**src/rtl/clkpd_pkg.sv**
```systemverilog
package clkpd_pkg;

    typedef enum logic [1:0] {
        ST_PARK = 2'd0,
        ST_LOCK = 2'd1,
        ST_RUN  = 2'd2,
        ST_PEND = 2'd3
    } pd_state_e;

    // Effective cycle count: optionally divided for simulation, never below 2.
    function automatic int eff_cycles(input int full, input bit shorten, input int div);
        int v;
        v = shorten ? (full / div) : full;
        return (v < 2) ? 2 : v;
    endfunction

endpackage

```
**src/rtl/clkpd_sync.sv**
```systemverilog
module clkpd_sync #(
    parameter int WIDTH = 1
) (
    input  logic             clk_i,
    input  logic             rst_ni,
    input  logic [WIDTH-1:0] d_i,
    output logic [WIDTH-1:0] q_o
);
    logic [WIDTH-1:0] s1_q, s2_q;

    always_ff @(posedge clk_i or negedge rst_ni) begin
        if (!rst_ni) begin
            s1_q <= '0;
            s2_q <= '0;
        end else begin
            s1_q <= d_i;
            s2_q <= s1_q;
        end
    end

    assign q_o = s2_q;
endmodule

```
**src/rtl/clkpd_lane.sv**
```systemverilog
module clkpd_lane (
    input  logic run_i,
    input  logic phase_i,
    input  logic hold_i,
    input  logic mode_i,
    output logic t_o,
    output logic t_oe_o,
    output logic c_o,
    output logic c_oe_o
);
    always_comb begin
        if (run_i) begin
            t_o    = phase_i;
            c_o    = ~phase_i;
            t_oe_o = 1'b1;
            c_oe_o = 1'b1;
        end else if (hold_i) begin
            t_o    = 1'b1;
            c_o    = 1'b0;
            t_oe_o = 1'b1;
            c_oe_o = 1'b1;
        end else begin
            t_o    = 1'b1;
            c_o    = 1'b0;
            t_oe_o = ~mode_i;
            c_oe_o = 1'b0;
        end
    end
endmodule

```
**src/rtl/clkpd_ctrl.sv**
```systemverilog
module clkpd_ctrl
    import clkpd_pkg::*;
#(
    parameter int N_LANES   = 8,
    parameter int LOCK_CYC  = 125000,
    parameter int DRIVE_CYC = 37500,
    parameter bit SIM_SHORT = 1'b0,
    parameter int SIM_DIV   = 1000
) (
    input  logic               clk_i,
    input  logic               rst_ni,
    input  logic               strap_pol_i,
    input  logic               drive_mode_i,
    input  logic               pdn_req_i,
    input  logic               clk_stop_i,
    input  logic [N_LANES-1:0] lane_en_i,
    output logic [N_LANES-1:0] lane_t_o,
    output logic [N_LANES-1:0] lane_t_oe_o,
    output logic [N_LANES-1:0] lane_c_o,
    output logic [N_LANES-1:0] lane_c_oe_o
);
    localparam int LOCK_EFF  = eff_cycles(LOCK_CYC, SIM_SHORT, SIM_DIV);
    localparam int DRIVE_EFF = eff_cycles(DRIVE_CYC, SIM_SHORT, SIM_DIV);
    localparam int CNT_W     = $clog2(LOCK_EFF + 1);
    localparam int SYNC_W    = N_LANES + 2;
    localparam logic [CNT_W-1:0] CNT_MAX   = CNT_W'(LOCK_EFF);
    localparam logic [CNT_W-1:0] LOCK_LAST = CNT_W'(LOCK_EFF - 1);

    typedef struct packed {
        pd_state_e          state;
        logic               phase;
        logic               pol;
        logic               strap_done;
        logic               smp;
        logic [CNT_W-1:0]   cnt;
        logic [N_LANES-1:0] lane_on;
    } ctl_t;

    localparam ctl_t CTL_RST = '{state: ST_PARK, phase: 1'b0, pol: 1'b0, strap_done: 1'b0,
                                 smp: 1'b0, cnt: '0, lane_on: '0};

    ctl_t st_d, st_q;

    logic [SYNC_W-1:0]  sync_w;
    logic               pd_act, stop_act, samp_edge, fall_edge, hold_w;
    logic [N_LANES-1:0] en_act;

    // Observation points for the bound checker
    pd_state_e          state_w;
    logic               phase_w, pol_w, strap_done_w, pd_act_w;
    logic [N_LANES-1:0] lane_on_w;

    clkpd_sync #(.WIDTH(SYNC_W)) u_sync (
        .clk_i (clk_i),
        .rst_ni(rst_ni),
        .d_i   ({pdn_req_i, clk_stop_i, lane_en_i}),
        .q_o   (sync_w)
    );

    // Complement rises when the true toggle leaves 1; it falls when the toggle leaves 0.
    assign samp_edge = st_q.phase;
    assign fall_edge = ~st_q.phase;
    assign pd_act    = st_q.strap_done & (sync_w[SYNC_W-1] ^ st_q.pol);
    assign stop_act  = sync_w[N_LANES] ^ st_q.pol;
    assign en_act    = (sync_w[N_LANES-1:0] ^ {N_LANES{st_q.pol}}) & {N_LANES{~stop_act}};
    assign hold_w    = (st_q.state == ST_LOCK) & drive_mode_i;

    always_comb begin
        st_d       = st_q;
        st_d.phase = ~st_q.phase;
        if (!st_q.strap_done) begin
            st_d.strap_done = 1'b1;
            st_d.pol        = strap_pol_i;
        end
        if (st_q.state == ST_LOCK && st_q.cnt != CNT_MAX) begin
            st_d.cnt = st_q.cnt + CNT_W'(1);
        end
        if (samp_edge) begin
            st_d.smp = pd_act;
        end
        unique case (st_q.state)
            ST_PARK: begin
                if (samp_edge && st_q.strap_done && !pd_act) begin
                    st_d.state = ST_LOCK;
                    st_d.cnt   = '0;
                end
            end
            ST_LOCK: begin
                if (samp_edge && pd_act && st_q.smp) begin
                    st_d.state = ST_PEND;
                end else if (fall_edge && st_q.cnt >= LOCK_LAST) begin
                    st_d.state = ST_RUN;
                end
            end
            ST_RUN: begin
                if (samp_edge && pd_act && st_q.smp) begin
                    st_d.state = ST_PEND;
                end
            end
            default: begin
                if (fall_edge) begin
                    st_d.state = ST_PARK;
                end
            end
        endcase
        if (fall_edge) begin
            st_d.lane_on = (st_d.state == ST_RUN) ? en_act : '0;
        end
    end

    always_ff @(posedge clk_i or negedge rst_ni) begin
        if (!rst_ni) begin
            st_q <= CTL_RST;
        end else begin
            st_q <= st_d;
        end
    end

    assign state_w      = st_q.state;
    assign phase_w      = st_q.phase;
    assign pol_w        = st_q.pol;
    assign strap_done_w = st_q.strap_done;
    assign pd_act_w     = pd_act;
    assign lane_on_w    = st_q.lane_on;

    for (genvar g = 0; g < N_LANES; g++) begin : g_lane
        clkpd_lane u_lane (
            .run_i  (lane_on_w[g]),
            .phase_i(st_q.phase),
            .hold_i (hold_w),
            .mode_i (drive_mode_i),
            .t_o    (lane_t_o[g]),
            .t_oe_o (lane_t_oe_o[g]),
            .c_o    (lane_c_o[g]),
            .c_oe_o (lane_c_oe_o[g])
        );
    end
endmodule

```
**config.mk**
```make
export PLATFORM = sky130hd
export DESIGN_NAME = clkpd_ctrl
export DESIGN_NICKNAME = d
export VERILOG_FILES = /design/src/rtl/clkpd_pkg.sv /design/src/rtl/clkpd_sync.sv /design/src/rtl/clkpd_lane.sv /design/src/rtl/clkpd_ctrl.sv
export SDC_FILE = /design/constraint.sdc
export NUM_CORES = 1
export LEC_CHECK = 0
export ABC_AREA = 0
export CAP_MARGIN = 40
export CORE_MARGIN = 5
export CORE_UTILIZATION = 55
export DETAILED_ROUTE_END_ITERATION = 6
export GPL_TIMING_DRIVEN = 0
export PLACE_DENSITY_LB_ADDON = 0.12
export SYNTH_ARGS = -nofsm -noshare
export SYNTH_HDL_FRONTEND = slang
export SYNTH_SLANG_ARGS = --single-unit
```
**constraint.sdc**
```tcl
create_clock -name clk_i -period 3.8 [get_ports clk_i]
set_input_delay 0.57 -clock clk_i [delete_from_list [all_inputs] [get_ports clk_i]]
set_output_delay 0.57 -clock clk_i [all_outputs]
set_load 0.01 [all_outputs]
```
Yosys cells after proc, flatten, opt, wreduce, memory -nomap -nowiden
Cells that the tools add are included.

storage, ports and cells
  flip-flop bits (word level) = 51
  input port bits = 14
  logic and storage cells = 76
  output and inout port bits = 32

cells by class
  $lt $le $gt $ge = 1
  bitwise operators = 9
  add/sub/neg operators = 1
  equal/unequal tests = 4
  mux-type cells = 44
  reduce and logical (&&, ||, !) cells = 8

operators with widths
  kind                   number
  $mux 17                3
  $mux 1                 34
  $add 17x1->17 const B  1
  $ge 17x17->1 const B   1
  $ne 17x17->1 const B   1
  $mux 2                 5
  $and 8x8->8            1
  $mux 8                 1
  $xor 8x8->8            1
  $logic_and 1x1->1      6
  $pmux 2 s3             1
  $eq 2x2->1 const B     2
  $not 1->1              3
  $and 1x1->1            2
  $eq 2x1->1 const B     1
  $logic_not 2->1        1
  $xor 1x1->1            2
  $logic_not 1->1        1

Depth between registers and ports, before layout
Gate-level depths: netlist (run 1).

  depth after elaboration = 8
  gate-level depth with buffers = 6
  depth with buffers taken out = 6

By module
A second synthesis (run 1) with hierarchy kept.

second synthesis, totals
  cell total of the unflattened synthesis = 230
  area total of the unflattened synthesis = 2511.2 um^2

modules (own cells, without submodules)
  module      cells each  area each (um^2)  times used
  clkpd_ctrl  178         1780.5            1
  clkpd_sync  20          500.5             1
  clkpd_lane  4           28.8              8

Worst setup path before layout (run 1)
No wires, ideal clock.

  path type = reg-to-reg
  start = register st_q[8] (netlist name)
  end = register st_q[8] (netlist name)
  stages on the path, launching flop included = 7
  data arrival time = 1.757 ns
  path slack = 1.964 ns
  cells stage by stage = dfrtp_1 -> inv_1 -> ha_1 -> or4b_1 -> or3_1 -> o21ai_1 -> mux2i_1

RTL lines
  item                      RTL line           RTL
  start: declaration        clkpd_ctrl.sv:42   ctl_t st_d, st_q;
  start signal: assignment  clkpd_ctrl.sv:115  st_q <= st_d;

Worst setup path in the final report (run 1)
  start = register st_q (netlist bit phase_w)
  end = output port lane_c_o[3]

on the way
  longest elaborated chain between the ends = 2

RTL lines
  item              RTL line          RTL
  $not 1->1         n/a
  net fall_edge     clkpd_ctrl.sv:45  logic pd_act, stop_act, samp_edge, fall_edge, hold_w;
  $mux 1            clkpd_lane.sv:12  if (run_i) begin
  end: declaration  clkpd_ctrl.sv:19  output logic [N_LANES-1:0] lane_c_o,

The timed path passes the listed nets, and every way through them passes these cells.

==> results.toml, run 1 <==
[synth]
synth_top_family_by_area = "simple AND/OR/NAND/NOR gates"
synth_top_flop_cell = "sky130_fd_sc_hd__dfrtp_1"
synthesis.instances = 250
synth_top_cells_by_area = "sky130_fd_sc_hd__dfrtp_1 (51%), sky130_fd_sc_hd__buf_4 (9.5%), sky130_fd_sc_hd__xnor2_1 (4.5%), sky130_fd_sc_hd__nand2_1 (4.5%), sky130_fd_sc_hd__o21ai_0 (2.6%)"
yosysWarningCount = 0
synth_area_per_cell_um2 = 10.1
synth_common_cells = "sky130_fd_sc_hd__dfrtp_1 (51), sky130_fd_sc_hd__buf_4 (32), sky130_fd_sc_hd__nand2_1 (30)"
post_synth_num_cell_types = 42
postSynthNetCount = 266
synth_adder_area_share_pct = 0.995
synth_area_leader_cell = "sky130_fd_sc_hd__dfrtp_1"
synthXorXnorAreaFrac_pct = 5.22
synthMostInstantiatedCell = "sky130_fd_sc_hd__dfrtp_1"
postSynth.asyncResetShare_pct = 100
yosys-mux-area-fraction_pct = 2.04
synth_seq_area_share_pct = 50.7
synthSimpleGateAreaFrac_pct = 18.2
synth.cell_area_um2 = 2520
ys_ff_latch = 51
synth-edff-count = 0
synth_compound_area_share_pct = 9.05
fraction_of_synthesized_cell_area_taken_by_the_top_area_cell_type_pct = 50.7

[timing]
min_period_ns = 2.92
max_slew_margin_pct = 42.3
finalHoldViolCount = 0
final_max_slew_viol_count = 0
fin_tns_setup_ns = 0
setup_violations = 0
finClkSkew_ns = 0.00910
setup_repair_after_global_routing_missed_its_margin = "false"
timing.fmax_ghz = 0.342
post-route-period-util_pct = 76.9
worst_slew_pin_slew_ns = 0.863

[cells_and_area]
syn2layout_area_growth_pct = 24.9
fin_nets = 319
multi_input_area_um2 = 898
final_design_area_no_fill_um2 = 3140
seqCellArea_um2 = 1280
fillers = 355
antennaDiodeCount = 0
drive_gt1_share_pct = 19.1

[setup_path]
timing.critical_path.required_ns = 3.23
timing.rr.start = "st_q[8]$_DFF_PN0_"
worstPathArrival_ns = 2.35
reg2reg_depth = 5
critical_path.startpoint_type = "flip-flop"
worst_path_dominant_cell_family = "buffers and inverters"
worst-r2r-setup-slack_ns = 1.62
setup.worst_path.end_class = "output port"
timing.critical_path.slowest_cell_delay_ns = 0.53
crit_buf_inv = 6
critical_path.slowest_cell = "sky130_fd_sc_hd__clkdlybuf4s50_1"
cp_cell_sequence = "clkbuf_1, inv_1, clkbuf_1, nand2_1, inv_1, buf_4, clkdlybuf4s50_1"
crit_path_max_fanout = 10
critical_path.startpoint = "phase_w$_DFF_PN0_"
critPathKind = "flip-flop to output port"
regToRegEndpoint = "lane_on_w[4]$_DFFE_PN0N_"

[global_routing]
grt.overflow.total = 0
grt_start_max_net_pins = 34
first_pass_grt_wire_length_mm = 7.87
track_usage_pct = 16.0
antenna_found_initial = 0
first_global_vias = 1681

[detailed_routing]
routed_via_density = 5.04
dr_total_vias = 1794
detail_route.first_pass.iterations = 4
route.antenna.remaining_nets = 0
drcViolationCount = 0
number_of_drc_markers_in_iteration_0 = 51
postRouteWirelength_mm = 4.51
routedWlPerCell_um = 12.7

[place]
post-dp-hpwl_mm = 3.35
routabilityCongestion = 0.802
buffer_ports.inserted = 45
post_dp_cell_area_um2 = 3050

[clock_network]
clock_tree_buf_depth = 2
postCtsSetupRepairBufs = 0
tritoncts_clock_tree = "yes"
cts_buffers = 5
clkSlewWorstSetupHoldPaths_ns = 0.10
ctsHoldBuffers = 0
worst_skew_late_latency_ns = 0.31
post_cts_repair_resize_count = 0
cts.sink_count = 51
cts.root.buffer_cell = "sky130_fd_sc_hd__clkbuf_8"
cts-htree-levels = 2

[floorplan]
die_x_um = 77.6
core.rowCount = 24
die_h_um = 77.6
pin_count = 46
die-area_um2 = 6030
initial_core_util_pct = 57.4
core-area_um2 = 4380

[pwr]
ir_worst_vdd_v = 0.000361
power-per-cell-area_nw_per_um2 = 454
cellLeakagePower_nw = 1.46

[status]
status = "finished, final reports clean"

[run]
maxCapViolations = 0

[hold_path]
worst_hold_path_type = "input port to async pin"
stage by stage:
| step | setup WS, ns | hold WS (ns) | total power, mW | util, % | std cells |
|---|---|---|---|---|---|
| after floorplan | 1.96 | 0.274 | 0.942 | - | 250 |
| after global placement | 0.793 | 0.331 | 1.11 | 69.1 | 347 |
| after detailed placement | 1.12 | 0.335 | 1.12 | 69.5 | 348 |
| after CTS | 0.869 | 0.206 | 1.44 | 71.7 | 356 |
| after global routing | 0.676 | 0.230 | 1.52 | 71.7 | 356 |
| final | 0.879 | 0.193 | 1.43 | 71.7 | 356 |
power by group:
group | internal (mW) | total, mW | switching, mW | leakage (nW)
clock | 0.136 | 0.323 | 0.187 | 0.0491
sequential | 0.592 | 0.647 | 0.0549 | 0.643
combinational | 0.256 | 0.457 | 0.201 | 0.772
worst reg2reg max path: cells and delay by family, from the launching register on:
family | cells | cell delay [ns]
compound gates | 4 | 1.33
fa+ha+maj | 1 | 0.25
flops | 1 | 0.45
flip-flops by register name, indices dropped and copies added (netlist names):
register and cells:
state_w 2, lane_on_w 8, strap_done_w 1, pol_w 1, u_sync.q_o 10, phase_w 1, st_q 18, u_sync.s1_q 10
layout by cell type, fill, tap and decap left out, types with 2 or more instances in the layout:
cell type / Yosys / routed
sky130_fd_sc_hd__a21oi_1: 3 / 3
sky130_fd_sc_hd__a31oi_1: 3 / 3
sky130_fd_sc_hd__buf_2: 2 / 3
sky130_fd_sc_hd__buf_4: 32 / 32
sky130_fd_sc_hd__clkbuf_1: 3 / 3
sky130_fd_sc_hd__clkbuf_8: 0 / 5
sky130_fd_sc_hd__clkdlybuf4s50_1: 0 / 44
sky130_fd_sc_hd__dfrtp_1: 51 / 51
sky130_fd_sc_hd__ha_1: 2 / 2
sky130_fd_sc_hd__inv_1: 17 / 17
sky130_fd_sc_hd__inv_6: 0 / 2
sky130_fd_sc_hd__mux2i_1: 4 / 4
sky130_fd_sc_hd__nand2_1: 30 / 30
sky130_fd_sc_hd__nand2b_1: 9 / 9
sky130_fd_sc_hd__nand3_1: 3 / 3
sky130_fd_sc_hd__nand4_1: 6 / 6
sky130_fd_sc_hd__nor2_1: 9 / 9
sky130_fd_sc_hd__nor3_1: 5 / 5
sky130_fd_sc_hd__o211ai_1: 6 / 6
sky130_fd_sc_hd__o21ai_0: 13 / 13
sky130_fd_sc_hd__o31ai_1: 5 / 5
sky130_fd_sc_hd__or2_2: 8 / 8
sky130_fd_sc_hd__or3_1: 4 / 4
sky130_fd_sc_hd__xnor2_1: 13 / 13
sky130_fd_sc_hd__xor2_1: 2 / 2
worst max-delay path by stage:
stage	endpoint	slack, ns	depth (start not counted)
global placement	lane_on_w[1]$_DFFE_PN0N_	0.79	1
finish	lane_c_o[3]	0.88	7
global route	lane_c_o[1]	0.68	7
detailed placement	lane_t_oe_o[0]	1.12	5
CTS	lane_c_o[3]	0.87	7
floorplan	st_q[8]$_DFF_PN0_	1.96	6
cells by family after synthesis:
group	count (synthesis)
other	1
xor gates and xnor gates	15
buffers and inverters	56
DFF	51
adders and majority gates	2
muxes	5
and+or+nand+nor	84
AOI/OAI and AO/OA	36
layout make-up:
cell class / count / share of cell area [%]
sequential: 51 / 40.6
multi-input combinational: 143 / 28.6
timing repair buffer: 46 / 14.8
buffer: 39 / 8.84
clock buffer: 5 / 2.19
tap: 52 / 2.07
inverter: 17 / 2.03
clock inverter: 3 / 0.836
routing by layer:
layer  GRT usage [%]  vias up  part of all wire (%)
met5               0        -                     0
met4            5.67        0                   2.0
met3            4.28        8                   6.0
met2            24.7       45                    46
met1            21.8      830                    46
li1                -      911                     -
Note: power is estimated with default switching activity, not from simulation.
==> run 2: changes to the inputs <==
--- a/config.mk
+++ b/config.mk
@@ -8,7 +8,7 @@
 export ABC_AREA = 0
 export CAP_MARGIN = 40
 export CORE_MARGIN = 5
-export CORE_UTILIZATION = 55
+export CORE_UTILIZATION = 52
 export DETAILED_ROUTE_END_ITERATION = 6
 export GPL_TIMING_DRIVEN = 0
 export PLACE_DENSITY_LB_ADDON = 0.12
==> constraint.sdc (replaced) <==
create_clock -name clk_i -period 2.85 [get_ports clk_i]
set_input_delay 0.4275 -clock clk_i [delete_from_list [all_inputs] [get_ports clk_i]]
set_output_delay 0.4275 -clock clk_i [all_outputs]
set_load 0.01 [all_outputs]
==> run 2 against run 1 <==
Against the previous run: critical path depth stayed put; wire length hardly changed; flip-flop and latch count stayed put; highest routed layer unchanged.
==> results.toml, run 2 (synthesis gave the netlist of run 1 again) <==
[status]
status = "finished, final reports clean"

[timing]
setup_repair_after_global_routing_missed_its_margin = "false"
finalHoldViolCount = 0
fin_worst_hold_slack_ns = 0.0262
final_max_slew_viol_count = 0
min_period_ns = 2.59
timing.fmax_ghz = 0.386
post-route-period-util_pct = 90.9
fin_tns_setup_ns = 0
max_slew_margin_pct = 42.1
worst_slew_pin_slew_ns = 0.867
setup_violations = 0
finClkSkew_ns = 0.0100

[setup_path]
timing.critical_path.required_ns = 2.42
worstPathArrival_ns = 2.16
setup.worst_path.end_class = "output port"
critical_path.startpoint_type = "flip-flop"
critPathKind = "flip-flop to output port"
timing.critical_path.slowest_cell_delay_ns = 0.47
cp_cell_sequence = "clkbuf_1, inv_1, clkbuf_2, nand2_1, inv_1, buf_4, clkdlybuf4s50_1"
critical-path-top-cell-by-count = "sky130_fd_sc_hd__inv_1"
crit_buf_inv = 6
worst_path_dominant_cell_family = "buffers and inverters"
critical_path.slowest_cell = "sky130_fd_sc_hd__clkdlybuf4s50_1"
crit_path_max_fanout = 10

[global_routing]
track_usage_pct = 16.2
first_pass_grt_wire_length_mm = 8.04
first_global_vias = 1705
grt_start_max_net_pins = 36
grt.overflow.total = 0
antenna_found_initial = 0

[cells_and_area]
utilization_pct = 66.9
layout.cells.most_common = "sky130_fd_sc_hd__dfrtp_1"
regMostFlops = "st_q"
fin_nets = 319
stdcell_count = 371
largest_reg_flops = 18
drive_gt1_share_pct = 19.4
fillers = 366
final_design_area_no_fill_um2 = 3160
antennaDiodeCount = 0
most-common-layout-cells = "sky130_fd_sc_hd__dfrtp_1 (51), sky130_fd_sc_hd__clkdlybuf4s50_1 (44), sky130_fd_sc_hd__buf_4 (32)"
syn2layout_area_growth_pct = 25.7

[place]
routabilityCongestion = 0.807
buffer_ports.inserted = 45
post-dp-hpwl_mm = 3.44
numPlacedInstances = 363
post_dp_cell_area_um2 = 3070

[detailed_routing]
number_of_drc_markers_in_iteration_0 = 101
routedWlPerCell_um = 12.2
route.antenna.remaining_nets = 0
dr_total_vias = 1788
postRouteWirelength_mm = 4.51
drcViolationCount = 0
detail_route.first_pass.iterations = 4
routed_via_density = 4.82

[clock_network]
clkSlewWorstSetupHoldPaths_ns = 0.10
cts_buffers = 5
clock_tree_buf_depth = 2
worst_skew_late_latency_ns = 0.31
cts-htree-levels = 2
postCtsSetupRepairBufs = 0
tritoncts_clock_tree = "yes"
ctsHoldBuffers = 0
cts.root.buffer_cell = "sky130_fd_sc_hd__clkbuf_8"
cts.sink_count = 51

[floorplan]
die_x_um = 79.6
core-area_um2 = 4720
core.rowCount = 25
initial_core_util_pct = 53.3
die-area_um2 = 6330
die_h_um = 79.6
pin_count = 46

[hold_path]
worst_hold_path_type = "input port to async pin"

[pwr]
power-per-cell-area_nw_per_um2 = 603
cellLeakagePower_nw = 1.47
ir_worst_vdd_v = 0.000426

[run]
maxCapViolations = 0
[run 2: routing by layer]
metal  share of wire [%]  GRT usage [%]  routed length, um  up-vias
met4                 1.4           5.33                 63        0
li1                    -              -                  -      907
met2                  46           25.3               2070       45
met3                 5.5           3.39                247        5
met5                   0              0                  0        -
met1                  47           22.5               2130      831
[run 2: stage by stage]
step	worst slack [ns]	power [mW]
finish	0.258	1.91
global route	0.0586	2.03
CTS	0.0614	1.93
detailed placement	0.405	1.49
global placement	-0.0622	1.48
floorplan	1.01	1.26
[run 2: cell type report]
type                            count  area [um^2]  area share, %
Buffer                             39          279           8.82
Clock buffer                        5         68.8           2.18
Clock inverter                      3         26.3          0.831
Inverter                           17         63.8           2.02
Multi-Input combinational cell    143          898           28.4
Sequential cell                    51         1280           40.4
Tap cell                           67         83.8           2.65
Timing Repair Buffer               46          465           14.7
[run 2: final timing paths]
path                                          start  slack, ns  cells past startpoint                       end
setup / recovery                  phase_w$_DFF_PN0_       0.26                      7               lane_c_o[1]
hold / removal                               rst_ni       0.03                      1        st_q[13]$_DFF_PN0_
setup reg to reg                  st_q[8]$_DFF_PN0_       0.60                      5  lane_on_w[1]$_DFFE_PN0N_
hold reg to reg            u_sync.s1_q[9]$_DFF_PN0_       0.36                      0   u_sync.q_o[9]$_DFF_PN0_
max in group asynchronous                    rst_ni       2.31                      2        st_q[22]$_DFF_PN0_
min in group clk_i         u_sync.s1_q[9]$_DFF_PN0_       0.36                      0   u_sync.q_o[9]$_DFF_PN0_
[run 2: worst register-to-register path, delay by kind of cell (launching register included)]
kind | cells | cell delay (ns)
DFF | 1 | 0.45
AOI/OAI and AO/OA | 4 | 1.42
adders and majority gates | 1 | 0.25
[run 2: power breakdown]
| group | switching [mW] | leakage, nW | total, mW | internal, mW |
|---|---|---|---|---|
| Combinational | 0.267 | 0.776 | 0.609 | 0.341 |
| Clock | 0.254 | 0.0495 | 0.436 | 0.183 |
| Sequential | 0.0723 | 0.643 | 0.862 | 0.789 |
[run 2: what timing repair did]
action                     in CTS  in global routing
hold endpoints to repair        0                  0
resized for setup               0                  2
setup endpoints to repair       0                 14
==> run 3: changes to the inputs <==
--- a/config.mk
+++ b/config.mk
@@ -11,7 +11,8 @@
 export CORE_UTILIZATION = 52
 export DETAILED_ROUTE_END_ITERATION = 6
 export GPL_TIMING_DRIVEN = 0
-export PLACE_DENSITY_LB_ADDON = 0.12
+export PLACE_DENSITY = 0.88
+export SLEW_MARGIN = 5
 export SYNTH_ARGS = -nofsm -noshare
 export SYNTH_HDL_FRONTEND = slang
 export SYNTH_SLANG_ARGS = --single-unit
==> run 3 against run 2 <==
Against the previous run: the run now ends with hold timing left; sequential power barely moved; clock skew is 0.0020 ns lower; final cell count unchanged; sequential share of layout area stayed put; maximum frequency shrank 1.3%; critical path depth decreased by 1; cell area stayed put; critical path type unchanged; largest power group unchanged.
==> results.toml, run 3 (synthesis gave the netlist of run 1 again) <==
[status]
status = "finished with violations"
violations = "hold timing"

[setup_path]
setup.worst_path.end_class = "output port"
timing.critical_path.slowest_cell_delay_ns = 0.52
timing.critical_path.required_ns = 2.42
cp_cell_sequence = "clkbuf_1, inv_1, clkbuf_2, nand2_1, buf_4, clkdlybuf4s50_1"
critical_path.slowest_cell = "sky130_fd_sc_hd__clkdlybuf4s50_1"
worstPathArrival_ns = 2.20
critical_path.startpoint_type = "flip-flop"
crit_path_max_fanout = 10
worst-r2r-setup-slack_ns = 0.60
critPathKind = "flip-flop to output port"

[detailed_routing]
routed_via_density = 4.97
number_of_drc_markers_in_iteration_0 = 100
drcViolationCount = 0
dr_total_vias = 1844
routedWlPerCell_um = 12.2
detail_route.first_pass.iterations = 4
postRouteWirelength_mm = 4.52
route.antenna.remaining_nets = 0

[place]
post-dp-hpwl_mm = 3.44
routabilityCongestion = 0.831
buffer_ports.inserted = 45
dpl_worst_slack_ns = 0.414

[cells_and_area]
largest_reg_flops = 18
layout.cells.most_common = "sky130_fd_sc_hd__dfrtp_1"
fin_nets = 319
regMostFlops = "st_q"
syn2layout_area_growth_pct = 25.7
fillers = 363
drive_gt1_share_pct = 19.4
antennaDiodeCount = 0
most-common-layout-cells = "sky130_fd_sc_hd__dfrtp_1 (51), sky130_fd_sc_hd__clkdlybuf4s50_1 (44), sky130_fd_sc_hd__buf_4 (32)"

[timing]
fin_worst_hold_slack_ns = -0.00445
finalHoldViolCount = 9
finClkSkew_ns = 0.00804
timing.fmax_ghz = 0.381
fin_tns_setup_ns = 0
setup_violations = 0
max_slew_margin_pct = 40.9
worst_slew_pin_slew_ns = 0.885
setup_repair_after_global_routing_missed_its_margin = "false"
postLayoutSetupSlackWorst_ns = 0.224
final_max_slew_viol_count = 0
post-route-period-util_pct = 92.2
min_period_ns = 2.63

[floorplan]
die_h_um = 79.6
pin_count = 46
die-area_um2 = 6330
core-area_um2 = 4720
core.rowCount = 25
initial_core_util_pct = 53.3
die_x_um = 79.6

[clock_network]
cts-htree-levels = 2
clock_tree_buf_depth = 2
cts.sink_count = 51
cts.root.buffer_cell = "sky130_fd_sc_hd__clkbuf_8"
tritoncts_clock_tree = "yes"
worst_skew_late_latency_ns = 0.31
clkSlewWorstSetupHoldPaths_ns = 0.10
cts_buffers = 5
ctsHoldBuffers = 0

[global_routing]
grt_start_max_net_pins = 40
grt.met2_usage_pct = 25.5
grt.met1_usage_pct = 21.4
first_pass_grt_wire_length_mm = 7.94
grt.overflow.total = 0
top_usage_layer = "met2"
track_usage_pct = 15.9
first_global_vias = 1740
antenna_found_initial = 0
grt_use_met3_pct = 3.39

[hold_path]
worst_hold_path_type = "input port to async pin"

[pwr]
fin_total_pwr_mw = 1.91
ir_worst_vdd_v = 0.000425
cellLeakagePower_nw = 1.47
power-per-cell-area_nw_per_um2 = 605

[run]
maxCapViolations = 0
run 3: critical path: cells and delay by family, from the launching register on:
kind                   cells  cell delay [ns]
and+or+nand+nor            1             0.12
buffers and inverters      5             1.36
DFF                        1             0.40
run 3: metal layers:
metal	share of wire, %	vias to the layer above
li1	-	910
met1	46	880
met2	48	48
met3	5.0	6
met4	1.2	0
met5	0	-
run 3: repair_timing:
action	4_1_cts	5_1_grt
setup buffers	0	0
endpoints found under the setup margin	0	14
resized for setup	0	2
run 3: path summary, 6_finish.rpt:
path | startpoint | to | cells after the start
setup / recovery | phase_w$_DFF_PN0_ | lane_t_o[6] | 6
hold / removal | rst_ni | st_q[21]$_DFF_PN0_ | 1
setup reg to reg | st_q[8]$_DFF_PN0_ | lane_on_w[0]$_DFFE_PN0N_ | 5
hold reg to reg | u_sync.s1_q[8]$_DFF_PN0_ | u_sync.q_o[8]$_DFF_PN0_ | 0
max in group asynchronous | rst_ni | lane_on_w[6]$_DFFE_PN0N_ | 2
min in group clk_i | u_sync.s1_q[8]$_DFF_PN0_ | u_sync.q_o[8]$_DFF_PN0_ | 0
run 3: metrics by stage:
step / cells / util [%] / cell area [um^2] / hold slack (ns)
global route: 371 / 66.9 / 3160 / 0.0197
finish: 371 / 66.9 / 3160 / -0.00445
global placement: 362 / 64.6 / 3050 / 0.331
CTS: 371 / 66.9 / 3160 / 0.00358
detailed placement: 363 / 64.9 / 3070 / 0.335
floorplan: 250 / - / 2520 / 0.132
run 3: layout make-up:
| type | count | area [um^2] | area share [%] |
|---|---|---|---|
| sequential | 51 | 1280 | 40.4 |
| multi-input combinational | 143 | 898 | 28.4 |
| timing repair buffer | 46 | 465 | 14.7 |
| buffer | 39 | 279 | 8.82 |
| tap | 67 | 83.8 | 2.65 |
| clock buffer | 5 | 68.8 | 2.18 |
| inverter | 17 | 63.8 | 2.02 |
| clock inverter | 3 | 26.3 | 0.831 |
run 3: power breakdown:
group | total (mW) | internal (mW) | leakage, nW | switching, mW
Combinational | 0.617 | 0.342 | 0.776 | 0.275
Sequential | 0.863 | 0.789 | 0.643 | 0.0736
Clock | 0.434 | 0.181 | 0.0491 | 0.253
